[src/rtl/nvm_unlock_pkg.sv]
package nvm_unlock_pkg;
  localparam int unsigned REG_AW = 3;
  localparam logic [REG_AW-1:0] ADDR_CTRL  = 3'd0;
  localparam logic [REG_AW-1:0] ADDR_KEY   = 3'd1;
  localparam logic [REG_AW-1:0] ADDR_PTR_L = 3'd2;
  localparam logic [REG_AW-1:0] ADDR_LATCH = 3'd5;
  localparam logic [REG_AW-1:0] ADDR_FLAG  = 3'd6;

  typedef enum logic [1:0] {
    KS_IDLE  = 2'd0,
    KS_HALF  = 2'd1,
    KS_ARMED = 2'd2
  } key_state_e;
endpackage

[src/rtl/nvm_key_seq.sv]
module nvm_key_seq
  import nvm_unlock_pkg::*;
#(
  parameter int unsigned DW = 8,
  parameter logic [DW-1:0] KEY_A = 8'h55,
  parameter logic [DW-1:0] KEY_B = 8'hAA
) (
  input  logic          clk,
  input  logic          rst,
  input  logic          acc,
  input  logic          key_wr,
  input  logic [DW-1:0] wdata,
  output logic          armed
);
  key_state_e state_q, state_d;

  always_comb begin
    state_d = state_q;
    case (state_q)
      KS_IDLE:  if (key_wr && wdata == KEY_A) state_d = KS_HALF;
      KS_HALF:  if (acc) state_d = (key_wr && wdata == KEY_B) ? KS_ARMED : KS_IDLE;
      KS_ARMED: if (acc) state_d = KS_IDLE;
      default:  state_d = KS_IDLE;
    endcase
  end

  always_ff @(posedge clk) begin
    if (rst) state_q <= KS_IDLE;
    else     state_q <= state_d;
  end

  assign armed = (state_q == KS_ARMED);

  // the armed window lasts for one bus access only
  a_r4_one_access: assert property (@(posedge clk) disable iff (rst)
    armed && acc |=> !armed);
  // arming needs a key write in the cycle before
  a_r4_arm_by_key: assert property (@(posedge clk) disable iff (rst)
    $rose(armed) |-> $past(key_wr));
endmodule

[src/rtl/nvm_ptr_regs.sv]
module nvm_ptr_regs #(
  parameter int unsigned PTR_W = 22,
  parameter int unsigned DW    = 8,
  parameter int unsigned AW    = 3,
  parameter logic [AW-1:0] BASE = 3'd2
) (
  input  logic             clk,
  input  logic             rst,
  input  logic             we,
  input  logic [AW-1:0]    addr,
  input  logic [DW-1:0]    wdata,
  output logic [PTR_W-1:0] ptr,
  output logic [DW-1:0]    rd_byte
);
  localparam int unsigned NB = (PTR_W + DW - 1) / DW;

  logic [DW-1:0] rb [NB];

  for (genvar g = 0; g < NB; g++) begin : g_byte
    localparam int unsigned LO = g * DW;
    localparam int unsigned BW = (PTR_W - LO < DW) ? (PTR_W - LO) : DW;
    logic [BW-1:0] q;

    always_ff @(posedge clk) begin
      if (rst) q <= '0;
      else if (we && addr == AW'(int'(BASE) + g)) q <= wdata[BW-1:0];
    end

    assign ptr[LO +: BW] = q;
    assign rb[g] = DW'(q);
  end

  always_comb begin
    rd_byte = '0;
    for (int i = 0; i < NB; i++)
      if (addr == AW'(int'(BASE) + i)) rd_byte = rb[i];
  end
endmodule

[src/rtl/nvm_ctrl_core.sv]
module nvm_ctrl_core (
  input  logic       clk,
  input  logic       rst_por,
  input  logic       rst_warm,
  input  logic       ctrl_wr,
  input  logic       w_prog,
  input  logic       w_cfg,
  input  logic       w_err,
  input  logic       w_wen,
  input  logic       w_go,
  input  logic       flag_wr,
  input  logic       flag_bit,
  input  logic       armed,
  input  logic       mem_done,
  output logic [7:0] ctrl_q,
  output logic       go,
  output logic       start_pulse,
  output logic       irq,
  output logic       prog,
  output logic       cfg
);
  logic wen, werr;

  always_ff @(posedge clk) begin
    if (rst_por) begin
      go <= 1'b0; start_pulse <= 1'b0; irq <= 1'b0;
      wen <= 1'b0; werr <= 1'b0; prog <= 1'b0; cfg <= 1'b0;
    end else if (rst_warm) begin
      werr <= werr | go;
      go <= 1'b0; start_pulse <= 1'b0; irq <= 1'b0;
      wen <= 1'b0; prog <= 1'b0; cfg <= 1'b0;
    end else begin
      start_pulse <= 1'b0;
      if (ctrl_wr) begin
        wen <= w_wen;
        if (!go) begin
          prog <= w_prog;
          cfg  <= w_cfg;
        end
        if (!w_err) werr <= 1'b0;
        if (w_go && armed && wen && !go) begin
          go <= 1'b1;
          start_pulse <= 1'b1;
        end
      end
      if (go && mem_done) go <= 1'b0;
      if (flag_wr && !flag_bit) irq <= 1'b0;
      if (go && mem_done) irq <= 1'b1;
    end
  end

  assign ctrl_q = {prog, cfg, 2'b00, werr, wen, go, 1'b0};

  // a running write holds until the memory reports done
  a_r6_hold_busy: assert property (@(posedge clk) disable iff (rst_por || rst_warm)
    go && !mem_done |=> go);
  // completion ends the write and raises the flag
  a_r6_done_ends: assert property (@(posedge clk) disable iff (rst_por || rst_warm)
    go && mem_done |=> !go && irq);
  // the strobe marks the first cycle of a write
  a_r3_strobe_first: assert property (@(posedge clk) disable iff (rst_por || rst_warm)
    start_pulse |-> go && !$past(go));
  // the flag only drops by a software clear
  a_r8_flag_sticky: assert property (@(posedge clk) disable iff (rst_por || rst_warm)
    irq && !(flag_wr && !flag_bit) |=> irq);
  // a warm reset during a write leaves the error bit set
  a_r9_err_kept: assert property (@(posedge clk) disable iff (rst_por)
    rst_warm && go |=> ctrl_q[3]);
endmodule

[src/rtl/nvm_unlock_ctrl.sv]
module nvm_unlock_ctrl
  import nvm_unlock_pkg::*;
#(
  parameter int unsigned PTR_W = 22,
  parameter int unsigned DW    = 8,
  parameter logic [DW-1:0] KEY_A = 8'h55,
  parameter logic [DW-1:0] KEY_B = 8'hAA
) (
  input  logic              clk,
  input  logic              rst,
  input  logic              mclr_rst,
  input  logic              wdt_rst,
  input  logic              bus_we,
  input  logic              bus_re,
  input  logic [REG_AW-1:0] bus_addr,
  input  logic [DW-1:0]     bus_wdata,
  output logic [DW-1:0]     bus_rdata,
  output logic              mem_start,
  output logic              cpu_stall,
  input  logic              mem_done,
  output logic [PTR_W-1:0]  mem_addr,
  output logic [DW-1:0]     mem_data,
  output logic              mem_prog,
  output logic              mem_cfg,
  output logic              irq_flag
);
  logic rst_warm, rst_any, acc, key_wr, ctrl_wr, flag_wr, armed;
  logic go, prog, cfg;
  logic [7:0] ctrl_q;
  logic [DW-1:0] ptr_rd, latch_q, rd_mux;

  assign rst_warm = mclr_rst | wdt_rst;
  assign rst_any  = rst | rst_warm;
  assign acc      = bus_we | bus_re;
  assign key_wr   = bus_we && bus_addr == ADDR_KEY;
  assign ctrl_wr  = bus_we && bus_addr == ADDR_CTRL;
  assign flag_wr  = bus_we && bus_addr == ADDR_FLAG;

  nvm_key_seq #(.DW(DW), .KEY_A(KEY_A), .KEY_B(KEY_B)) u_keys (
    .clk(clk), .rst(rst_any), .acc(acc), .key_wr(key_wr),
    .wdata(bus_wdata), .armed(armed)
  );

  nvm_ptr_regs #(.PTR_W(PTR_W), .DW(DW), .AW(REG_AW), .BASE(ADDR_PTR_L)) u_ptr (
    .clk(clk), .rst(rst_any), .we(bus_we), .addr(bus_addr),
    .wdata(bus_wdata), .ptr(mem_addr), .rd_byte(ptr_rd)
  );

  nvm_ctrl_core u_core (
    .clk(clk), .rst_por(rst), .rst_warm(rst_warm), .ctrl_wr(ctrl_wr),
    .w_prog(bus_wdata[7]), .w_cfg(bus_wdata[6]), .w_err(bus_wdata[3]),
    .w_wen(bus_wdata[2]), .w_go(bus_wdata[1]),
    .flag_wr(flag_wr), .flag_bit(bus_wdata[0]), .armed(armed),
    .mem_done(mem_done), .ctrl_q(ctrl_q), .go(go), .start_pulse(mem_start),
    .irq(irq_flag), .prog(prog), .cfg(cfg)
  );

  always_ff @(posedge clk) begin
    if (rst_any) latch_q <= '0;
    else if (bus_we && bus_addr == ADDR_LATCH) latch_q <= bus_wdata;
  end

  always_comb begin
    case (bus_addr)
      ADDR_CTRL:  rd_mux = DW'(ctrl_q);
      ADDR_KEY:   rd_mux = '0;
      ADDR_LATCH: rd_mux = latch_q;
      ADDR_FLAG:  rd_mux = DW'(irq_flag);
      default:    rd_mux = ptr_rd;
    endcase
  end

  always_ff @(posedge clk) begin
    if (rst_any) bus_rdata <= '0;
    else if (bus_re) bus_rdata <= rd_mux;
  end

  assign cpu_stall = go;
  assign mem_data  = latch_q;
  assign mem_prog  = prog;
  assign mem_cfg   = cfg | mem_addr[PTR_W-1];

  // the key address always reads zero
  a_r2_key_zero: assert property (@(posedge clk) disable iff (rst_any)
    bus_re && bus_addr == ADDR_KEY |=> bus_rdata == '0);
  // the pointer only moves on a bus write
  a_r10_ptr_hold: assert property (@(posedge clk) disable iff (rst_any)
    !bus_we |=> $stable(mem_addr));
  // no strobe without a control write in the cycle before
  a_r3_strobe_cause: assert property (@(posedge clk) disable iff (rst_any)
    mem_start |-> $past(ctrl_wr && armed));
endmodule

[config.mk]
export PLATFORM = sky130hd
export DESIGN_NAME = nvm_unlock_ctrl
export DESIGN_NICKNAME = d
export VERILOG_FILES = /design/src/rtl/nvm_unlock_pkg.sv /design/src/rtl/nvm_key_seq.sv /design/src/rtl/nvm_ptr_regs.sv /design/src/rtl/nvm_ctrl_core.sv /design/src/rtl/nvm_unlock_ctrl.sv
export SDC_FILE = /design/constraint.sdc
export NUM_CORES = 1
export LEC_CHECK = 0
export CAP_MARGIN = 20
export CORE_UTILIZATION = 49
export CTS_CLUSTER_DIAMETER = 50
export CTS_CLUSTER_SIZE = 12
export DETAILED_ROUTE_END_ITERATION = 12
export GPL_ROUTABILITY_DRIVEN = 0
export GPL_TIMING_DRIVEN = 1
export PLACE_DENSITY_LB_ADDON = 0.05
export SLEW_MARGIN = 20
export SYNTH_ARGS = -nofsm -noshare
export SYNTH_HDL_FRONTEND = slang
export SYNTH_HIERARCHICAL = 1
export SYNTH_SLANG_ARGS = --single-unit
[constraint.sdc]
create_clock -name clk -period 2.2 [get_ports clk]
set_clock_uncertainty 0.2 [all_clocks]
set_input_delay 0.66 -clock clk [delete_from_list [all_inputs] [get_ports clk]]
set_output_delay 0.66 -clock clk [all_outputs]
set_load 0.005 [all_outputs]
After elaboration in Yosys (flattened, before gate mapping) --
Cells that the tools add are included.
Word-level totals: output and inout bits 43, register bits after elaboration 47, word-level logic and storage cells 76
Cells by class: muxes and demuxes 15, eq/ne operators 14, bitwise operators 7, reductions and logical operators 27
Operators by type and width (count):
- $pmux 8 s4 | 1
- $mux 8 | 3
- $logic_and 1x1->1 | 14
- $eq 3x3->1 const B | 3
- $eq 8x7->1 const B | 1
- $eq 8x8->1 const B | 1
- $mux 2 | 4
- $eq 3x2->1 const B | 2
- $mux 1 | 6
- $pmux 2 s3 | 1
- $reduce_and 2->1 | 3
- $reduce_or 3->1 | 2
- $or 1x1->1 | 5
- $ne 2x1->1 const B | 2
- $ne 2x2->1 const B | 2
- $reduce_bool 2->1 | 2
- $eq 3x1->1 const B | 1
- $logic_not 3->1 | 1
- $reduce_and 3->1 | 1
- $eq 2x1->1 const B | 1
- $eq 2x2->1 const B | 1
- $logic_not 1->1 | 2
- $logic_not 2->1 | 1
- $not 1->1 | 2
- $reduce_or 2->1 | 1

Logic depth before layout (Yosys ltp) --
Gate-level depths: netlist of run 1.
depth after elaboration 6, mapped depth 6, mapped depth without buffers 6

Hierarchy --
Netlist of run 1, hierarchy kept.
By module, submodules not included:
- nvm_ptr_regs | cells each 105, area each 1121.1 µm², times used 1
- nvm_unlock_ctrl | cells each 105, area each 803.3 µm², times used 1
- nvm_ctrl_core | cells each 35, area each 344.1 µm², times used 1
- nvm_key_seq | cells each 14, area each 152.6 µm², times used 1

Worst setup path after synthesis of run 1 --
OpenSTA, ideal clock, no wires.
path kind input port to flip-flop, start in wdt_rst, end reg u_ptr.g_byte[0].q[5], arrival 1.782 ns, path buffers 1, setup time 0.072 ns, path slack 0.147 ns, stages on the path 6, cell sequence or2_2 -> nor2_2 -> inv_2 -> clkbuf_1 -> nand2b_1 -> mux2i_1
On the way: word-level cells in the longest chain between the ends 2
Ends and longest elaborated chain:
- from (decl) | RTL line nvm_unlock_ctrl.sv:12 | input logic wdt_rst,
- $or 1x1->1 | RTL line nvm_unlock_ctrl.sv:32 | assign rst_warm = mclr_rst | wdt_rst;
- $or 1x1->1 | RTL line nvm_unlock_ctrl.sv:33 | assign rst_any = rst | rst_warm;
- via rst_any | RTL line nvm_unlock_ctrl.sv:27 | logic rst_warm, rst_any, acc, key_wr, ctrl_wr, flag_wr, armed;
- to (decl) | RTL line nvm_ptr_regs.sv:22 | logic [BW-1:0] q;
The timed path passes the listed nets, and every way through them passes these cells. A chain may end at the register's enable or synchronous reset.

Worst setup path in the final report of run 1 --
start in bus_addr[1], end reg bus_rdata[0]
On the way: word-level cells in the longest chain between the ends 5
Ends and longest elaborated chain:
- from (decl) | RTL line nvm_unlock_ctrl.sv:15 | input logic [REG_AW-1:0] bus_addr,
- $eq 3x2->1 | RTL line nvm_ptr_regs.sv:36 | if (addr == AW'(int'(BASE) + i)) rd_byte = rb[i];
- $mux 8 (2 in series) | RTL line nvm_ptr_regs.sv:36
- $mux 8 (*) | RTL line nvm_ptr_regs.sv:36
- via ptr_rd[0] | RTL line nvm_unlock_ctrl.sv:30 | logic [DW-1:0] ptr_rd, latch_q, rd_mux;
- $pmux 8 s4 (*) | RTL line nvm_unlock_ctrl.sv:64 | case (bus_addr)
- to (signal assigned) | RTL line nvm_unlock_ctrl.sv:75 | else if (bus_re) bus_rdata <= rd_mux;
- to (decl) | RTL line nvm_unlock_ctrl.sv:17 | output logic [DW-1:0] bus_rdata,
The timed path passes the listed nets; every way through them passes the cells marked *.

==> summary.md, run 1 <==
| Metric | Value |
|---|---|
| Setup slack at placement | `-251 ps` |
| Post-synthesis instance area | `around 2400 um^2` |
| Core box area | `between 4000 and 5000 um^2` |
| Mean Syn Cell Area | `slightly above 9 um^2` |
| Slowest stage cell on the critical path | `clkdlybuf4s50_1` |
| WS Path Type | `primary input to register` |
| Antenna viol nets, final | `0` |
| Req. time, crit path | `around 2300 ps` |
| Crit share post-route | `between 90% and 100%` |
| Hold WC Path Type | `register to register` |
| # DRC | `0` |
| Fin. Hold Viols | `0` |
| Total die area | `about 5200 um^2` |
| Synth cell types | `between 40 and 50` |
| Worst r2r src | `u_ptr/g_byte[0].q[0]` |
| Final core occ | `69.9%` |
| Clk root buf | `clkbuf_8` |
| Synth Instances | `roughly 260` |
| CTS Buffer Depth | `2` |
| Worst-path cell chain | `clkdlybuf4s50_1, buf_4, nor3b_2, o2bb2ai_1, mux2i_1, o221ai_1, o221a_2` |
| Crit path launch type | `primary input` |
| Synthesis-to-finish area growth | `36.3%` |
| Largest net degree at the start of global routing | `33` |
| Slowest cell delay on critical path | `approximately 500 ps` |
| CTS Buf Count | `5` |
| Worst min-delay path startpoint | `mem_data[1]` |
| Wire length per cell | `roughly 15 um` |
| Critical Path Fanout Max | `4` |
| Critical Path End Type | `register` |
| Die X | `about 72 um` |
| Worst-path clk slew | `approximately 90 ps` |
| Initial antenna violation count | `0` |
| Crit. Startpoint | `bus_addr[1]` |
| Initial Utilization | `between 50% and 60%` |
| Status | `completed` |
| DR iter-0 viols | `approximately 120` |
| GRT overflow | `0` |
| Ports placed on the boundary | `61` |
| CP top delay family | `buffers and inverters` |
| Vias per inst | `5.17` |
| PortBufs | `60` |
| GRT Total Usage | `25.0%` |
| # fillers | `roughly 420` |
| Fmax | `about 0.46 GHz` |
| Final setup violation count | `0` |
| ANT cells | `0` |
| Multi-input gate area | `1340 um^2` |
| Peak supply drop | `0.320 mV` |
| Seq/Total Area, Yosys | `38.9%` |
| Buf+Inv Stages, Crit Path | `2` |
| Pwr dens | `approximately 470 nW/um^2` |
| Max cap viols | `0` |
| Tot Pwr | `roughly 1.6 mW` |
| Leakage power | `around 1.2 nW` |
| Clock period minus worst slack | `roughly 2200 ps` |
| Drt total wl | `roughly 6200 um` |
| Final net count | `between 300 and 400` |
| Vias in the first global route | `2,021` |
| Final setup margin | `between 20 and 30 ps` |
| Slew Viols, Final | `0` |
| Storage element area | `945 um^2` |
| H-tree Lvls | `2` |
| CP arrival | `2220 ps` |
| First drt pass iteration count | `4` |
| Num Clock Sinks | `between 40 and 50` |
| Clk Latency, worst-skew pair | `around 300 ps` |
| Yosys warning count | `6` |
| #FFs+latches synth | `47` |
| Share of post-route cells with drive strength above 1 | `between 10% and 20%` |
| FP Rows | `25` |
| DP HPWL | `roughly 4700 um` |
| Die Y | `72.3 um` |
| DR vias | `about 2,100` |
| CTS tree | `yes` |
| Hold Slack | `between 200 and 300 ps` |
| First-pass GRT wire length | `9920 um` |
==> Yosys cell counts, drive strengths merged <==
master   number  share of area [%]
mux2i        34                 14
a22oi         7                2.2
nand4bb       2               0.93
nor2         10                1.7
nor3b         2               0.83
or2           5                1.4
dfxtp        47                 39
o2bb2ai       6                2.2
and4b         2               0.93
nand2b       30                7.8
or2b          3               0.93
a21oi        19                3.9
and4bb        3                1.6
nand4b        2               0.98
and2b         2               0.72
o21ai         8                1.7
o221a         1               0.47
a211oi        2               0.83
clkbuf        5               0.78
nand2        28                4.3
nor4bb        2               0.83
o221ai        1               0.36
conb          1               0.15
nand3         3               0.62
nor2b         2               0.83
and3          1               0.31
or3b          1               0.36
buf          16                5.0
xor2          1               0.36
o21a          7                2.2
and2          3               0.83
inv           2               0.31
nor4b         1               0.98
==> report_power, final <==
group | internal [mW] | leakage (nW) | switching (mW)
Combinational | 0.109 | 0.824 | 0.0952
Sequential | 0.855 | 0.380 | 0.00330
Clock | 0.224 | 0.0422 | 0.279
Total | 1.19 | 1.25 | 0.378
==> path summary, 6_finish.rpt <==
check,endpoint,slack (ps),depth (start not counted)
min reg2reg,mem_data[1],280,2
min,mem_data[1],280,2
max,bus_rdata[0],30,7
max reg2reg,bus_rdata[0],780,5
==> registers in the layout, indices dropped and copies added (netlist names) <==
signal	cells
bus_rdata	8
mem_data	8
u_core/cfg	1
u_core/go	1
u_core/irq	1
u_core/prog	1
u_core/start_pulse	1
u_core/wen	1
u_core/werr	1
u_keys/state_q	2
u_ptr/g_byte.q	22
==> per-layer routing <==
| layer | up-vias | routed length, um | GRT usage [%] |
|---|---|---|---|
| li1 | 1048 | - | - |
| met1 | 972 | 3020 | 34.6 |
| met2 | 59 | 2860 | 39.0 |
| met3 | 6 | 250 | 5.14 |
| met4 | 0 | 75 | 8.06 |
| met5 | - | 0 | 0 |
==> worst reg2reg max path: cells and delay by family, from the launching register on <==
kind / cells / cell delay, ps
mux: 2 / 290
flops: 1 / 340
compound gates: 3 / 490
==> stage by stage <==
step                cell area (um^2)  setup TNS [ps]  instances
floorplan                       2430               0        261
global placement                3210           -4910        395
detailed placement              3210           -7390        395
CTS                             3290               0        403
global route                    3300           -4.35        403
finish                          3300               0        403
==> placed cells by master (no fill, tap or decap), types with 2 or more instances in the layout <==
cell type	count
and2b_2	2
and4b_2	2
nor4bb_1	2
mux2i_1	34
buf_4	26
nand3_1	3
nor2_1	9
a21oi_1	19
and2_1	2
o21a_1	7
buf_12	2
and4bb_2	2
dfxtp_1	44
nand2_1	28
clkbuf_1	2
clkbuf_8	5
or2b_1	3
or2_2	3
o2bb2ai_1	6
nand2b_1	30
dfxtp_2	3
o21ai_0	8
conb_1	3
a22oi_1	7
nand4bb_1	2
clkdlybuf4s50_1	58
==> logic make-up after synthesis <==
group / count (synthesis) / share of synthesized area (%)
AND/OR/NAND/NOR: 102 / 26.8
flip-flops: 47 / 38.9
AO/OA/AOI/OAI: 51 / 13.7
buffers and inverters: 23 / 6.05
other: 1 / 0.155
multiplexers: 34 / 14.1
XOR/XNOR: 1 / 0.362
==> what timing repair did <==
action	CTS	global route
setup endpoints to repair	1	5
setup buffers	0	0
pin swaps	0	0
resized for setup	3	5
hold buffers	0	0
cloned	0	0
==> cell type report <==
class	count	area share, %
inverters	2	0.303
flip-flops and latches	47	28.6
multi-input cells	191	40.7
well taps	67	2.54
repair buffers	88	25.4
clock buffers	7	2.31
clock inverters	1	0.152
No activity file was read; power rests on OpenSTA's default activity.
==> run 2, diff against run 1 <==
--- a/config.mk
+++ b/config.mk
@@ -6,7 +6,7 @@
 export NUM_CORES = 1
 export LEC_CHECK = 0
 export CAP_MARGIN = 20
-export CORE_UTILIZATION = 49
+export CORE_UTILIZATION = 53
 export CTS_CLUSTER_DIAMETER = 50
 export CTS_CLUSTER_SIZE = 12
 export DETAILED_ROUTE_END_ITERATION = 12
==> constraint.sdc (replaced) <==
create_clock -name clk -period 2.65 [get_ports clk]
set_clock_uncertainty 0.2 [all_clocks]
set_input_delay 0.795 -clock clk [delete_from_list [all_inputs] [get_ports clk]]
set_output_delay 0.795 -clock clk [all_outputs]
set_load 0.005 [all_outputs]
==> run 2 against run 1 <==
Compared with the run above: final area down 4.4%; largest power group unchanged; critical path type unchanged; sequential share of layout area up 1.2 points; sequential power down 17%; die area down 7.3%; highest routed layer unchanged; worst setup slack better by 200 ps; final cell count down 6.9%; wire length down 4.6%; sequential cell count unchanged; clock power down 22%; non-clock buffer count down 11; clock-buffer cell count down 1.
==> summary.md, run 2 (synthesis results as in run 1) <==
| Metric | Value |
|---|---|
| Status | `completed` |
| DR vias | `2,070 (-0.72%)` |
| GRT Total Usage | `26.1% (+1.2 points)` |
| Num Clock Sinks | `47 (unchanged)` |
| Hold_buf cts | `0 (unchanged)` |
| GRT overflow | `0 (unchanged)` |
| PortBufs | `60 (unchanged)` |
| Critical Path Fanout Max | `8 (+4)` |
| Vias per inst | `5.52 (+6.7%)` |
| Wire length per cell | `15.8 um (+2.6%)` |
| Worst-path cell chain | `clkdlybuf4s50_1, nor2b_1, nand2_1, nor2_1, and4bb_2, nand4b_1, a211oi_2` |
| CTS Buffer Depth | `2 (unchanged)` |
| Max reg flops | `22 (unchanged)` |
| Initial Utilization | `55.2% (+4.0 points)` |
| Post-route cell area | `3160 um^2 (-4.4%)` |
| Clock power share | `31.3% (-0.8 points)` |
| CTS tree | `yes` |
| Area after DPL | `3080 um^2 (-3.9%)` |
| ANT cells | `0 (unchanged)` |
| Worst Setup EP | `u_keys/state_q[0]` |
| Critical Path End Type | `register` |
| Slew Viols, Final | `0 (unchanged)` |
| Sum Neg Setup Slack | `0 ps (unchanged)` |
| Share of post-route cells with drive strength above 1 | `13.0% (-4.3 points)` |
| Req. time, crit path | `2670 ps (+420 ps)` |
| CP arrival | `2450 ps (+230 ps)` |
| Clk Latency, worst-skew pair | `300 ps (about the same)` |
| Worst Reg-to-Reg Cells | `5 (unchanged)` |
| Core box area | `4380 um^2 (-7.2%)` |
| Clock period minus worst slack | `2420 ps` |
| Largest net degree at the start of global routing | `33 (unchanged)` |
| # DRC | `0 (unchanged)` |
| Sw power | `0.296 mW (-22%)` |
| Peak supply drop | `0.244 mV (-24%)` |
| DP HPWL | `4440 um (-5.8%)` |
| Fin. Hold Viols | `0 (unchanged)` |
| Final net count | `342 (-3.1%)` |
| Worst-path clk slew | `80 ps (about the same)` |
| Die X | `69.6 um (-3.7%)` |
| Sw frac | `23.5% (-0.63 points)` |
| Die Y | `69.6 um (-3.7%)` |
| Pwr dens | `399 nW/um^2 (-16%)` |
| FF-to-FF End | `bus_rdata[0]` |
| First-pass GRT wire length | `9780 um (-1.5%)` |
| Commonest cells after routing, fill and taps aside | `clkdlybuf4s50_1 (60), dfxtp_1 (47), mux2i_1 (34)` |
| Tot Pwr | `1.26 mW (-20%)` |
| WS Path Type | `primary input to register` |
| CTS Buf Count | `5 (unchanged)` |
| Ports placed on the boundary | `61 (unchanged)` |
| First drt pass iteration count | `5 (+1)` |
| Slowest cell delay on critical path | `620 ps (+110 ps)` |
| Clk root buf | `clkbuf_8` |
| FP Rows | `24 (-4.0%)` |
| Fmax | `about 0.41 GHz` |
| Crit share post-route | `approximately 91%` |
| Drt total wl | `5920 um (-4.6%)` |
| H-tree Lvls | `2 (unchanged)` |
| Hold WC Path Type | `register to register` |
| Total die area | `4840 um^2 (-7.3%)` |
| R2r setup slk | `1260 ps (+480 ps)` |
| DR iter-0 viols | `166 (+36%)` |
| Gate power share | `12.1% (-0.9 points)` |
| Most common cell after layout, fill and taps aside | `clkdlybuf4s50_1` |
| Leakage power | `1.16 nW (-6.8%)` |
| Antenna viol nets, final | `0 (unchanged)` |
| Final setup violation count | `0 (unchanged)` |
| P_int | `0.963 mW (-19%)` |
| Crit path launch type | `primary input` |
| Seq pwr share | `56.6% (+1.8 points)` |
| # resized after CTS | `0 (-3)` |
| Largest reg by FF count | `u_ptr/g_byte.q` |
| Synthesis-to-finish area growth | `30.3%` |
| Hold Slack | `274 ps (-3.06 ps)` |
| Slowest stage cell on the critical path | `clkdlybuf4s50_1` |
| Worst r2r src | `u_ptr/g_byte[1].q[0]` |
| Max cap viols | `0 (unchanged)` |
| Placed insts | `369 (-6.6%)` |
| Crit. Startpoint | `bus_we` |
| RSZ-0062 raised after global routing | `no` |
| Final Non-Filler Cells | `375 (-6.9%)` |
| Initial antenna violation count | `0 (unchanged)` |
| Vias in the first global route | `1,934 (-4.3%)` |
| Post-CTS Setup Bufs | `0 (unchanged)` |
## run 2: cell types whose count changed in the layout (fill, tap and decap cells not counted), sizes merged
cell	delta
clkbuf	-1
dlygate4sd2	-1
clkdlybuf4s50	+2
dlymetal6s2s	-1
clkinv	-1
buf	-11
## run 2: cell type report
cell class	count	area, um^2
clock buffers	6	72.6
fillers	381	1230
inverters	2	7.51
multi-input cells	191	1340
flip-flops and latches	47	941
well taps	52	65.1
repair buffers	77	728
## run 2: how the worst min path moves through the flow
stage / from / to / cells after the start
2_1_floorplan: u_keys/state_q[1] / u_keys/state_q[0] / 1
3_3_place_gp: u_keys/state_q[1] / u_keys/state_q[0] / 1
3_5_place_dp: mem_data[3] / mem_data[3] / 2
4_1_cts: mem_data[3] / mem_data[3] / 2
5_1_grt: mem_data[3] / mem_data[3] / 2
6_report: mem_data[3] / mem_data[3] / 2
## run 2: critical path: cells and delay by family
family	cells	cell delay, ps
and+or+nand+nor	5	790
buffers and inverters	1	620
AOI/OAI and AO/OA	1	230
## run 2: routing by layer
layer / up-vias / global-route usage [%] / wire [um]
met1: 964 / 36.0 / 2790
met4: 0 / 10.9 / 123
li1: 1023 / - / -
met5: - / 0 / 0
met3: 10 / 5.81 / 346
met2: 73 / 39.5 / 2660
## run 2: power groups by stage
stage | registers (mW) | logic [mW] | clock network (mW)
CTS | 0.712 | 0.152 | 0.404
global placement | 0.729 | 0.150 | 0
floorplan | 0.729 | 0.0776 | 0
global route | 0.713 | 0.164 | 0.438
detailed placement | 0.729 | 0.151 | 0
finish | 0.712 | 0.153 | 0.394
## run 2: metrics by stage
| step | util (%) | worst slack [ps] |
|---|---|---|
| finish | 72.0 | 226 |
| global route | 72.0 | 125 |
| CTS | 72.0 | 237 |
| detailed placement | 70.3 | -55.0 |
| global placement | 70.3 | 37.7 |
| floorplan | - | 462 |
==> run 3, diff against run 2 <==
--- a/config.mk
+++ b/config.mk
@@ -8,7 +8,6 @@
 export CAP_MARGIN = 20
 export CORE_UTILIZATION = 53
 export CTS_CLUSTER_DIAMETER = 50
-export CTS_CLUSTER_SIZE = 12
 export DETAILED_ROUTE_END_ITERATION = 12
 export GPL_ROUTABILITY_DRIVEN = 0
 export GPL_TIMING_DRIVEN = 1
==> results of run 3 <==
Final layout, timing and power as in run 2 (identical DEF).
